===== src/rtl/ecc256_pkg.sv =====
// Shared constants and helpers for the step-wise Hamming parity generator.
// Assumes byte-wide data; column parity needs two bits per bit-select line.
package ecc256_pkg;
    localparam int BYTE_W   = 8;
    localparam int BITSEL_W = $clog2(BYTE_W);
    localparam int COL_W    = 2 * BITSEL_W;
    localparam int CODE_W   = 24;
    localparam int WORD_W   = 32;
    localparam int SHIFT    = 2;
endpackage


===== src/rtl/ecc256_col_acc.sv =====
// Column parity accumulator: folds each accepted byte into 2*log2(8) parity
// bits (odd bit: positions with select bit set; even bit: positions with it
// clear). Assumes restart has priority over enable.
module ecc256_col_acc
    import ecc256_pkg::*;
(
    input  logic              clk,
    input  logic              rst_n,
    input  logic              restart_i,
    input  logic              en_i,
    input  logic [BYTE_W-1:0] din_i,
    output logic [COL_W-1:0]  nxt_o
);
    logic [COL_W-1:0] acc_q;
    logic [COL_W-1:0] contrib;

    // Per-byte column contribution, one pair of bits per bit-select line.
    always_comb begin
        contrib = '0;
        for (int j = 0; j < BITSEL_W; j++) begin
            for (int b = 0; b < BYTE_W; b++) begin
                if (((b >> j) & 1) == 1)
                    contrib[2*j+1] = contrib[2*j+1] ^ din_i[b];
                else
                    contrib[2*j]   = contrib[2*j] ^ din_i[b];
            end
        end
    end

    // Accumulated value including the byte of this cycle.
    assign nxt_o = en_i ? (acc_q ^ contrib) : acc_q;

    // Running column parity, zeroed at step or page start.
    always_ff @(posedge clk) begin
        if (!rst_n)         acc_q <= '0;
        else if (restart_i) acc_q <= '0;
        else if (en_i)      acc_q <= nxt_o;
    end
endmodule


===== src/rtl/ecc256_line_acc.sv =====
// Line parity accumulator: the parity of each byte is steered into the
// "set" or "clear" bit of every byte-index line. The top index line keeps
// only its "set" half. Assumes idx_i is the byte's position within the step.
module ecc256_line_acc
    import ecc256_pkg::*;
#(
    parameter int IDX_W  = 8,
    localparam int LINE_W = 2 * IDX_W - 1
) (
    input  logic              clk,
    input  logic              rst_n,
    input  logic              restart_i,
    input  logic              en_i,
    input  logic [BYTE_W-1:0] din_i,
    input  logic [IDX_W-1:0]  idx_i,
    output logic [LINE_W-1:0] nxt_o
);
    logic [LINE_W-1:0] acc_q;
    logic [LINE_W-1:0] contrib;
    logic              bpar;

    // Parity of the whole byte.
    assign bpar = ^din_i;

    // Steer the byte parity into one bit of each index-line pair.
    for (genvar k = 0; k < IDX_W - 1; k++) begin : g_pair
        assign contrib[2*k]   = bpar & ~idx_i[k];
        assign contrib[2*k+1] = bpar &  idx_i[k];
    end
    assign contrib[LINE_W-1] = bpar & idx_i[IDX_W-1];

    // Accumulated value including the byte of this cycle.
    assign nxt_o = en_i ? (acc_q ^ contrib) : acc_q;

    // Running line parity, zeroed at step or page start.
    always_ff @(posedge clk) begin
        if (!rst_n)         acc_q <= '0;
        else if (restart_i) acc_q <= '0;
        else if (en_i)      acc_q <= nxt_o;
    end
endmodule


===== src/rtl/ecc256_code_pack.sv =====
// Storage-code packer: shifts the raw word left by two, inverts it and keeps
// CODE_W bits. Purely combinational; the first stored byte is the top byte.
module ecc256_code_pack
    import ecc256_pkg::*;
(
    input  logic [CODE_W-SHIFT-1:0] raw_i,
    output logic [CODE_W-1:0]       code_o
);
    // Shift, invert, truncate.
    assign code_o = ~{raw_i, {SHIFT{1'b0}}};
endmodule


===== src/rtl/ecc256_step_store.sv =====
// Capture array with one raw word per completed step and a combinational
// read port. Assumes DEPTH >= 2 and wsel_i < DEPTH whenever we_i is high.
module ecc256_step_store #(
    parameter int DEPTH = 16,
    parameter int W     = 32,
    localparam int SEL_W = $clog2(DEPTH)
) (
    input  logic             clk,
    input  logic             rst_n,
    input  logic             clr_i,
    input  logic             we_i,
    input  logic [SEL_W-1:0] wsel_i,
    input  logic [W-1:0]     wdata_i,
    input  logic [SEL_W-1:0] rsel_i,
    output logic [W-1:0]     rdata_o
);
    logic [W-1:0] mem [DEPTH];

    // One register per step slot, cleared with the page.
    for (genvar s = 0; s < DEPTH; s++) begin : g_slot
        always_ff @(posedge clk) begin
            if (!rst_n)                              mem[s] <= '0;
            else if (clr_i)                          mem[s] <= '0;
            else if (we_i && wsel_i == SEL_W'(s))    mem[s] <= wdata_i;
        end
    end

    // Read port.
    assign rdata_o = mem[rsel_i];
endmodule


===== src/rtl/ecc256_gen.sv =====
// Step-wise Hamming parity generator. It counts valid bytes within a
// STEP_BYTES step, merges column and line parity into a raw word at step
// end, packs the storage code and captures one word per step. Assumes
// STEP_BYTES is a power of two with 2*log2(STEP_BYTES)-1+6 <= 22 bits of
// parity, and MAX_STEPS >= 2. Clear wins over valid.
module ecc256_gen
    import ecc256_pkg::*;
#(
    parameter int STEP_BYTES = 256,
    parameter int MAX_STEPS  = 16,
    localparam int IDX_W  = $clog2(STEP_BYTES),
    localparam int LINE_W = 2 * IDX_W - 1,
    localparam int RAW_W  = COL_W + LINE_W,
    localparam int CNT_W  = $clog2(MAX_STEPS + 1),
    localparam int SEL_W  = $clog2(MAX_STEPS)
) (
    input  logic              clk,
    input  logic              rst_n,
    input  logic              clr_i,
    input  logic              vld_i,
    input  logic [BYTE_W-1:0] byte_i,
    output logic [WORD_W-1:0] raw_o,
    output logic [CODE_W-1:0] code_o,
    output logic              step_done_o,
    output logic [CNT_W-1:0]  steps_o,
    input  logic [SEL_W-1:0]  rd_sel_i,
    output logic [WORD_W-1:0] rd_word_o
);
    logic [IDX_W-1:0]  idx_q;
    logic [CNT_W-1:0]  steps_q;
    logic [WORD_W-1:0] raw_q;
    logic              done_q;
    logic              accept, last, restart, room;
    logic [COL_W-1:0]  col_nxt;
    logic [LINE_W-1:0] line_nxt;
    logic [WORD_W-1:0] step_word;

    // Byte acceptance and step-end detection.
    assign accept  = vld_i & ~clr_i;
    assign last    = accept && (idx_q == IDX_W'(STEP_BYTES - 1));
    assign restart = clr_i | last;
    assign room    = steps_q < CNT_W'(MAX_STEPS);

    ecc256_col_acc u_col (
        .clk       (clk),
        .rst_n     (rst_n),
        .restart_i (restart),
        .en_i      (accept),
        .din_i     (byte_i),
        .nxt_o     (col_nxt)
    );

    ecc256_line_acc #(.IDX_W(IDX_W)) u_line (
        .clk       (clk),
        .rst_n     (rst_n),
        .restart_i (restart),
        .en_i      (accept),
        .din_i     (byte_i),
        .idx_i     (idx_q),
        .nxt_o     (line_nxt)
    );

    // Merge line parity above column parity, zero-extended to the word.
    assign step_word = WORD_W'({line_nxt, col_nxt});

    // Byte index within the current step.
    always_ff @(posedge clk) begin
        if (!rst_n)      idx_q <= '0;
        else if (clr_i)  idx_q <= '0;
        else if (last)   idx_q <= '0;
        else if (accept) idx_q <= idx_q + 1'b1;
    end

    // Step-end pulse.
    always_ff @(posedge clk) begin
        if (!rst_n) done_q <= 1'b0;
        else        done_q <= last;
    end

    // Raw word of the latest completed step.
    always_ff @(posedge clk) begin
        if (!rst_n)     raw_q <= '0;
        else if (clr_i) raw_q <= '0;
        else if (last)  raw_q <= step_word;
    end

    // Saturating count of completed steps.
    always_ff @(posedge clk) begin
        if (!rst_n)             steps_q <= '0;
        else if (clr_i)         steps_q <= '0;
        else if (last && room)  steps_q <= steps_q + 1'b1;
    end

    ecc256_step_store #(.DEPTH(MAX_STEPS), .W(WORD_W)) u_store (
        .clk     (clk),
        .rst_n   (rst_n),
        .clr_i   (clr_i),
        .we_i    (last && room),
        .wsel_i  (steps_q[SEL_W-1:0]),
        .wdata_i (step_word),
        .rsel_i  (rd_sel_i),
        .rdata_o (rd_word_o)
    );

    ecc256_code_pack u_pack (
        .raw_i  (raw_q[CODE_W-SHIFT-1:0]),
        .code_o (code_o)
    );

    assign raw_o       = raw_q;
    assign step_done_o = done_q;
    assign steps_o     = steps_q;
endmodule


===== config.mk =====
export PLATFORM = sky130hd
export DESIGN_NAME = ecc256_gen
export DESIGN_NICKNAME = d
export VERILOG_FILES = /design/src/rtl/ecc256_pkg.sv /design/src/rtl/ecc256_col_acc.sv /design/src/rtl/ecc256_line_acc.sv /design/src/rtl/ecc256_code_pack.sv /design/src/rtl/ecc256_step_store.sv /design/src/rtl/ecc256_gen.sv
export SDC_FILE = /design/constraint.sdc
export NUM_CORES = 1
export LEC_CHECK = 0
export BUFFER_PORTS_ARGS = -buffer_cell sky130_fd_sc_hd__buf_2
export CORE_MARGIN = 2
export CORE_UTILIZATION = 43
export CTS_BUF_LIST = sky130_fd_sc_hd__clkbuf_4 sky130_fd_sc_hd__clkbuf_8
export CTS_CLUSTER_SIZE = 8
export DETAILED_ROUTE_END_ITERATION = 12
export GPL_TIMING_DRIVEN = 0
export PLACE_DENSITY = 0.71
export SETUP_SLACK_MARGIN = 0.2
export SLEW_MARGIN = 20
export SYNTH_ARGS = -nofsm -noshare
export SYNTH_HDL_FRONTEND = slang
export SYNTH_SLANG_ARGS = --single-unit
export TNS_END_PERCENT = 10

===== constraint.sdc =====
create_clock -name clk -period 4.2 [get_ports clk]
set_input_delay 0.84 -clock clk [delete_from_list [all_inputs] [get_ports clk]]
set_output_delay 0.84 -clock clk [all_outputs]
set_load 0.005 [all_outputs]

After elaboration in Yosys (flattened, before gate mapping)
Memories as Yosys holds them, arrays and structs flattened.
Cells that the tools add are included.
Widths: inputs -> output; s select.
{"block": "classes", "add_sub_neg": 2, "magnitude_cmp": 1, "n_eq_ne": 16, "mux": 102, "bitwise": 78, "n_reduce_logical": 23}
{"cell": "$mux 21", "n": 32}
{"cell": "$mux 1", "n": 68}
{"cell": "$or 1x1->1", "n": 33}
{"cell": "$eq 4x4->1 const B", "n": 8}
{"cell": "$not 23->24", "n": 1}
{"cell": "$logic_and 1x1->1", "n": 18}
{"cell": "$xor 1x1->1", "n": 17}
{"cell": "$and 1x1->1", "n": 16}
{"cell": "$eq 4x3->1 const B", "n": 4}
{"cell": "$mux 15", "n": 1}
{"cell": "$xor 15x15->15", "n": 1}
{"cell": "$not 1->1", "n": 9}
{"cell": "$add 8x1->8 const B", "n": 1}
{"cell": "$eq 4x2->1 const B", "n": 2}
{"cell": "$eq 8x8->1 const B", "n": 1}
{"cell": "$reduce_xor 8->1", "n": 1}
{"cell": "$mux 6", "n": 1}
{"cell": "$xor 6x6->6", "n": 1}
{"cell": "$add 5x1->5 const B", "n": 1}
{"cell": "$lt 5x5->1 const B", "n": 1}
{"cell": "$eq 4x1->1 const B", "n": 1}
{"cell": "$logic_not 4->1", "n": 1}
{"cell": "$reduce_or 2->1", "n": 2}
{"cell": "$reduce_or 3->1", "n": 1}
{"block": "totals", "register_bits": 56, "ram_bits": 336, "in_bits": 16, "wordCells": 229, "memories": 1}
{"memory": "u_store.mem", "depth": 16, "width": 21, "read_ports": 1, "rd_ports_with_merged_regs": 0, "write_ports": 16, "line": "ecc256_step_store.sv:17", "text": "logic [W-1:0] mem [DEPTH];"}

Longest topological paths before layout
Gate-level depths: netlist of run 1.
{"block": "depth", "depth_word": 10, "ltp_mapped": 8, "ltp_nobuf": 6}

Cells and area by module
From an unflattened synthesis of run 1, not the netlist that was laid out.
{"block": "hier_totals", "cells_unflattened": 1886, "area_unflattened_um2": 24843.8}
{"module": "ecc256_step_store", "n_inst": 1, "cells_each": 1526, "area_each_um2": 21992.3, "seq_area_each_um2": 15374.7}
{"module": "ecc256_gen", "n_inst": 1, "cells_each": 172, "area_each_um2": 1453.9, "seq_area_each_um2": 700.7}
{"module": "ecc256_line_acc", "n_inst": 1, "cells_each": 111, "area_each_um2": 848.3, "seq_area_each_um2": 300.3}
{"module": "ecc256_col_acc", "n_inst": 1, "cells_each": 52, "area_each_um2": 447.9, "seq_area_each_um2": 120.1}
{"module": "ecc256_code_pack", "n_inst": 1, "cells_each": 25, "area_each_um2": 101.3, "seq_area_each_um2": 0.0}

Least setup slack after synthesis of run 1
OpenSTA, ideal clock, no wires.
{"block": "synth_path", "kind": "input-to-reg", "startpoint": "input port clr_i", "endpoint": "memory u_store.mem[11][0] (netlist name), enable pin", "arrival_time_ns": 3.802, "slack_ns": -0.030, "stages": 5, "path_buffers": 0, "cell_sequence": "nand3b_1 -> nor4_1 -> nand2_1 -> or2_2 -> o21ai_0"}
{"element": "start, declared", "line": "ecc256_gen.sv:19", "text": "input logic clr_i,"}
{"element": "end, declared", "line": "ecc256_step_store.sv:17"}

Worst setup path in the final report of run 1
{"block": "layout_path", "startpoint": "input port rd_sel_i[1]", "endpoint": "output port rd_word_o[20]"}
{"block": "layout_between", "elab_chain_len": 1}
{"element": "start, declared", "line": "ecc256_gen.sv:26", "text": "input logic [SEL_W-1:0] rd_sel_i,"}
{"element": "$mem_v2 16x21"}
{"element": "end, declared", "line": "ecc256_gen.sv:27", "text": "output logic [WORD_W-1:0] rd_word_o"}
No other way between the ends.

==> impl_metrics.py, run 1 <==
metrics = {
    "run_status": {
        "status": "finished clean",
    },
    "logic_synthesis": {
        "synth_top_family_by_area": "compound AO/OA/AOI/OAI gates",
        "yosys.area_share.adder_pct": 0.3531,
        "syn_area_um2": 17720,
        "postSynth.asyncResetShare_pct": 0,
        "synth.area.mux_share_pct": 10.68,
        "synth-simple-area-share_pct": 6.046,
        "synth.top_cells.by_area": "edfxtp_1 (57%), mux4_2 (11%), dfxtp_1 (6.3%), a21oi_1 (5.9%), nor2_1 (2.7%)",
        "synth_ff_type": "edfxtp_1",
        "synth_largest_area_cell": "edfxtp_1",
        "yosysTopAreaCellShare_pct": 56.95,
        "synth_xor_area_share_pct": 1.533,
        "synth_cell_types": 43,
        "yosysSeqAreaShare_pct": 63.28,
        "ys_warn_count": 0,
        "synth_compound_area_share_pct": 12.50,
        "synth_edf_count": 336,
        "synth_seq_cells": 392,
        "syn_inst": 1296,
        "avgSynthCellArea_um2": 13.67,
    },
    "setup_path": {
        "crit_chain": "clkbuf_1 > buf_1 > mux4_2 > a22oi_1 > nand2_1 > buf_2",
        "required_ps": 3360,
        "reg2reg_from": "idx_q[2]",
        "worstPathArrival_ps": 3100,
        "critPathMaxStageDelay_ps": 730,
        "ff2ff_setup_slack_ps": 560,
        "rr_worst_depth": 6,
        "slowest_stage": "buf_1",
        "criticalPathCategory": "in2out",
        "setup.worst_path.end_class": "output pin",
        "critPathLaunchType": "input pin",
        "path_max_fanout": 10,
        "path_delay_family": "buffers and inverters",
        "r2r_end": "u_store.mem[2][3]",
        "cp_num_cells": 6,
        "cp.buffers_inverters": 3,
    },
    "place": {
        "portBuffers": 82,
        "dp.cells": 1935,
        "dp_hpwl_um": 31530,
        "gp_congestion": 0.8710,
    },
    "final_layout": {
        "final_common_cell": "edfxtp_1",
        "nets": 1486,
        "area_growth_pct": 13.88,
        "antenna_cells": 0,
        "fill_cells": 3501,
        "finalNonFillerCells": 2042,
        "register_area_um2": 11210,
        "final_cell_mix": "edfxtp_1 (336), a21oi_1 (209), nor2_1 (126)",
        "multi_input_area_um2": 5673,
        "layout-drive-gt1-share_pct": 28.94,
    },
    "clocking": {
        "cts.clk_slew.worst_paths_ps": 50,
        "cts_buffers": 60,
        "cts.sinks": 392,
        "tritoncts": "built",
        "clock_latency_ps": 630,
        "clockBufferDepth": 3,
        "postCtsSetupBuffers": 0,
        "cts_root_buf": "clkbuf_8",
        "holdBufCountCts": 0,
        "cts-htree-levels": 2,
    },
    "routing": {
        "viasPerCell": 5.709,
        "drt-total-wl_um": 46100,
        "first_iter_violations": 1186,
        "vias": 11658,
        "ant_nets": 0,
        "drcViolationCount": 0,
        "drt-pass1-iter-count": 5,
        "routedWlPerCell_um": 22.58,
    },
    "worst_hold_path": {
        "hold_depth": 2,
        "holdPathEnd": "raw_o[1]",
        "min_path_type": "reg2reg",
        "min-delay-start": "raw_o[1]",
    },
    "sta": {
        "finClkSkew_ps": 15.40,
        "max_freq_mhz": 254.0,
        "setup_viol": 0,
        "maxSlewHeadroom_pct": 24.16,
        "slew_violations": 0,
        "tightest_slew_ps": 1129,
        "hold_ws_ps": 499.2,
        "min_period_ps": 3938,
        "finalCritPeriodShare_pct": 93.75,
        "rsz0062_at_grt": "no",
        "hold_viol_final": 0,
    },
    "global_routing": {
        "grt_use_met2_pct": 35.73,
        "grt_use_met3_pct": 3.061,
        "met1_usage_pct": 29.27,
        "grt_antenna_before_repair": 0,
        "grt_pass1_wl_um": 68770,
        "top_usage_layer": "met2",
        "grt_max_degree": 22,
        "grt_pass1_vias": 11466,
        "grt_use_total_pct": 21.57,
        "overflow": 0,
    },
    "floorplan": {
        "start_util_pct": 43.49,
        "ios": 110,
        "die_y_um": 207.0,
        "die_x_um": 207.0,
        "die_area_um2": 42840,
        "design.core.area_um2": 40740,
        "rows": 74,
    },
    "pwr": {
        "power_per_cell_area_nw_per_um2": 414.4,
        "power_uw": 8360,
        "leakagePower_uw": 0.006890,
        "peakVddDrop_uv": 252.4,
    },
    "flow_run": {
        "maxCapViolations": 0,
    },
}
[cells in the mapped netlist, types with 6 or more instances]
library cell and count:
mux4_2 84, o21ai_0 15, a21oi_2 50, o21ai_2 8, inv_1 28, buf_2 26
buf_6 20, nand2_1 70, a22oi_1 42, buf_4 32, dfxtp_1 56, o22ai_1 10
a21oi_1 209, clkbuf_1 72, a32oi_1 6, edfxtp_1 336, nor2_1 126, xnor2_1 29
o31ai_2 6, or3_1 8, and3_1 6
[worst register-to-register path: stages (launching register included)]
cell and delay [ps]:
dfxtp_1 460, nand3b_1 350, nor3_2 540, nor3b_1 510, nand3_1 250, clkbuf_1 320, nand2_1 810
[layout make-up]
cell class | instances | share of cell area (%)
Clock buffer | 98 | 5.569
Clock inverter | 9 | 0.2357
Inverter | 28 | 0.5210
Timing Repair Buffer | 84 | 2.307
Sequential cell | 392 | 55.57
Multi-Input combinational cell | 745 | 28.12
Buffer | 154 | 4.379
Tap cell | 532 | 3.299
[state kept, by name, summed over array words and instances (netlist names)]
signal and count:
idx_q 8, raw_o 21, step_done_o 1, steps_o 5, u_col.acc_q 6, u_line.acc_q 15, u_store.mem 336
[what timing repair did]
action | CTS | global route
hold endpoints to repair | 0 | 0
resized for setup | 0 | 4
endpoints found under the setup margin | 0 | 13
[cell families (layout without fill, tap and decap cells)]
| family | Yosys count | count (layout) |
|---|---|---|
| compound gates | 355 | 355 |
| xor+xnor | 31 | 31 |
| fa+ha+maj | 5 | 5 |
| buf+inv | 182 | 373 |
| flops | 392 | 392 |
| mux | 84 | 84 |
| other cells | 2 | 25 |
| simple gates | 245 | 245 |
[report_power, final]
| part | internal [uW] | switching (uW) | leakage (uW) |
|---|---|---|---|
| logic | 282 | 497 | 0.00216 |
| registers | 4390 | 48.8 | 0.00411 |
| clock network | 1670 | 1470 | 0.000626 |
[routing by layer]
metal / share of wire (%) / routed length, um
met1: 40 / 18260
met2: 48 / 22350
met3: 9.1 / 4211
met4: 2.8 / 1278
met5: 0 / 0
[worst max-delay path by stage]
| stage | endpoint | start | slack [ps] |
|---|---|---|---|
| after CTS | rd_word_o[12] | rd_sel_i[0] | 210 |
| after global routing | rd_word_o[3] | rd_sel_i[1] | 260 |
| after detailed placement | u_store.mem[1][13] | clr_i | 50 |
| final | rd_word_o[20] | rd_sel_i[1] | 260 |
| after global placement | u_store.mem[11][14] | clr_i | -2200 |
| after floorplan | u_store.mem[11][0] | clr_i | -30 |
[metrics by stage]
step                util (%)  TNS, ps  worst slack, ps  instance area (um^2)
floorplan                  -    -1258           -29.95                 17800
global placement       46.34  -115920            -2200                 18880
detailed placement     46.58        0            48.70                 18980
CTS                    49.46        0            212.3                 20150
global route           49.52        0            260.8                 20170
finish                 49.52        0            262.4                 20170
(Power assumes the default switching activity.)
==> inputs of run 2 (changes only) <==
PLACE_DENSITY = 0.7   (was 0.71)
SYNTH_HIERARCHICAL = 1   (was default)
==> run 2 against run 1 <==
  * Sequential share of layout area rose by 1.3 points
  * Synthesized area rose by 40%
  * Via count rose by 43%
  * Clock-buffer cell count rose by 40
  * First-iteration DRC count rose by 56%
  * Worst setup slack improved by 180 ps
  * Non-clock buffer count rose by 24
  * Die area rose by 39%
  * Global-route usage rose by 1.3 points
  * Power rose by 44%
  * Clock power rose by 47%
  * Design area rose by 44%
  * Critical path type unchanged
  * Largest power group unchanged
  * Highest routed layer unchanged
==> impl_metrics.py, run 2 <==
metrics = {
    "floorplan": {
        "die_area_um2": 59710,
        "die_y_um": 244.4,
        "rows": 88,
        "die_x_um": 244.4,
        "ios": 110,
        "start_util_pct": 43.31,
        "design.core.area_um2": 57370,
    },
    "sta": {
        "min_period_ps": 3757,
        "hold_viol_final": 0,
        "finClkSkew_ps": 34.21,
        "max_freq_mhz": 266.2,
        "finalWorstSetupSlack_ps": 443.0,
        "finalCritPeriodShare_pct": 89.45,
        "maxSlewHeadroom_pct": 23.45,
        "rsz0062_at_grt": "no",
        "setup_viol": 0,
        "slew_violations": 0,
        "tightest_slew_ps": 1140,
    },
    "logic_synthesis": {
        "yosys.area_share.adder_pct": 0.1007,
        "syn_inst": 1886,
        "synth_ff_type": "edfxtp_1",
        "yosysTopAreaCellShare_pct": 61.89,
        "synth_top_family_by_area": "simple AND/OR/NAND/NOR gates",
        "synth-simple-area-share_pct": 13.55,
        "synthMostInstantiatedCell": "nor2_1",
        "syn_area_um2": 24840,
        "synth.top_cells.by_area": "edfxtp_1 (62%), mux4_2 (12%), nor2_1 (7.9%), dfxtp_1 (4.5%), nand2_1 (3.7%)",
        "synth_xor_area_share_pct": 1.410,
        "synth_cell_types": 42,
        "postSynth.asyncResetShare_pct": 0,
        "yosysSeqAreaShare_pct": 66.40,
        "avgSynthCellArea_um2": 13.17,
        "ys_warn_count": 6,
        "synth_largest_area_cell": "edfxtp_1",
        "synth_compound_area_share_pct": 3.319,
        "synth_edf_count": 512,
        "synth_commonest_cells": "nor2_1 (526), edfxtp_1 (512), nand2_1 (243), mux4_2 (128), clkbuf_1 (70)",
        "synth.area.mux_share_pct": 11.97,
        "synth_seq_cells": 568,
    },
    "run_status": {
        "status": "finished clean",
    },
    "clocking": {
        "clock_latency_ps": 690,
        "cts_buffers": 91,
        "holdBufCountCts": 0,
        "cts-htree-levels": 3,
        "cts.sinks": 568,
        "tritoncts": "built",
        "cts_root_buf": "clkbuf_8",
        "clockBufferDepth": 3,
        "cts.clk_slew.worst_paths_ps": 50,
    },
    "final_layout": {
        "finalNonFillerCells": 2981,
        "final_common_cell": "nor2_1",
        "post-route-util_pct": 50.57,
        "final_cell_mix": "nor2_1 (526), edfxtp_1 (512), nand2_1 (243)",
        "fill_cells": 4813,
        "layout-drive-gt1-share_pct": 21.58,
        "largest_register": "u_store/mem",
        "area_growth_pct": 16.76,
        "final_area_um2": 29010,
        "largest_reg_flops": 512,
        "nets": 2168,
    },
    "setup_path": {
        "path_max_fanout": 10,
        "required_ps": 3360,
        "setup.worst_path.end_class": "output pin",
        "criticalPathCategory": "in2out",
        "worstPathArrival_ps": 2920,
        "critPathLaunchType": "input pin",
    },
    "global_routing": {
        "met1_usage_pct": 29.31,
        "top_usage_layer": "met2",
        "grt_antenna_before_repair": 1,
        "grt_use_met2_pct": 37.73,
        "grt_use_total_pct": 22.84,
        "grt_pass1_wl_um": 100700,
        "grt_max_degree": 19,
        "grt_use_met3_pct": 5.158,
        "grt_pass1_vias": 16618,
        "overflow": 0,
    },
    "place": {
        "portBuffers": 93,
        "dp.cells": 2820,
        "dp_hpwl_um": 46560,
        "pre_cts_slack_ps": -155.9,
        "gp_congestion": 0.7907,
        "dpl-instance-area_um2": 27210,
    },
    "pwr": {
        "power_uw": 12070,
        "peakVddDrop_uv": 250.2,
        "leakagePower_uw": 0.01018,
        "power_per_cell_area_nw_per_um2": 416.0,
    },
    "routing": {
        "drcViolationCount": 0,
        "routedWlPerCell_um": 22.87,
        "ant_nets": 0,
        "drt-total-wl_um": 68160,
        "drt-pass1-iter-count": 5,
        "first_iter_violations": 1852,
        "viasPerCell": 5.575,
        "vias": 16619,
    },
    "flow_run": {
        "maxCapViolations": 0,
    },
    "worst_hold_path": {
        "min_path_type": "reg2reg",
    },
}
run 2: what timing repair did:
action / in CTS / in global routing
pin swaps: 1 / 2
setup buffers: 0 / 2
resized for setup: 0 / 1
endpoints found under the setup margin: 16 / 253
run 2: layout make-up:
type                       count  area, um^2  area share (%)
clock inverter                20       123.9          0.4270
sequential                   568       16500           56.87
timing repair buffer         115        1056           3.640
tap                          765       957.2           3.300
multi-input combinational   1204        7946           27.39
inverter                      23       86.33          0.2976
antenna                        1       2.502        0.008627
clock buffer                 138        1624           5.599
buffer                       147       715.7           2.467
run 2: per-stage QoR:
step,hold WS (ps),setup TNS [ps]
after floorplan,454.4,-207240
after global placement,458.6,-1507690
after detailed placement,468.7,-16560
after CTS,415.9,0
after global routing,457.9,0
final,474.1,0
run 2: per-layer routing:
layer | up-vias | wire length [um]
met5 | - | 0
met4 | 0 | 2370
met3 | 177 | 6907
met2 | 1021 | 33170
met1 | 8184 | 25710
li1 | 7237 | -
run 2: worst max-delay path, stage by stage:
cell     delay, ps
buf_2          280
buf_1          670
mux4_2         430
a22oi_1        310
nand2_1        200
buf_2          180
run 2: cells by family (layout without fill, tap and decap cells):
logic type	count (synthesis)	in the layout
buf+inv	170	443
compound gates	130	130
flops	568	568
mux	137	137
xor+xnor	40	40
simple gates	837	837
fa+ha+maj	2	2
other cells	2	59
run 2: worst paths after layout:
| path | startpoint | endpoint | slack [ps] | cells after the start |
|---|---|---|---|---|
| worst max-delay path | rd_sel_i[1] | rd_word_o[10] | 440 | 6 |
| worst min-delay path | u_line/acc_q[0] | u_line/acc_q[0] | 470 | 2 |
| worst max register to register | idx_q[0] | u_store/mem[1][22] | 470 | 7 |
| worst min register to register | u_line/acc_q[0] | u_line/acc_q[0] | 470 | 2 |
run 2: report_power, final:
group	internal [uW]	switching (uW)	total [uW]
clock	2510	2130	4640
combinational	382	572	953
sequential	6400	72.9	6470
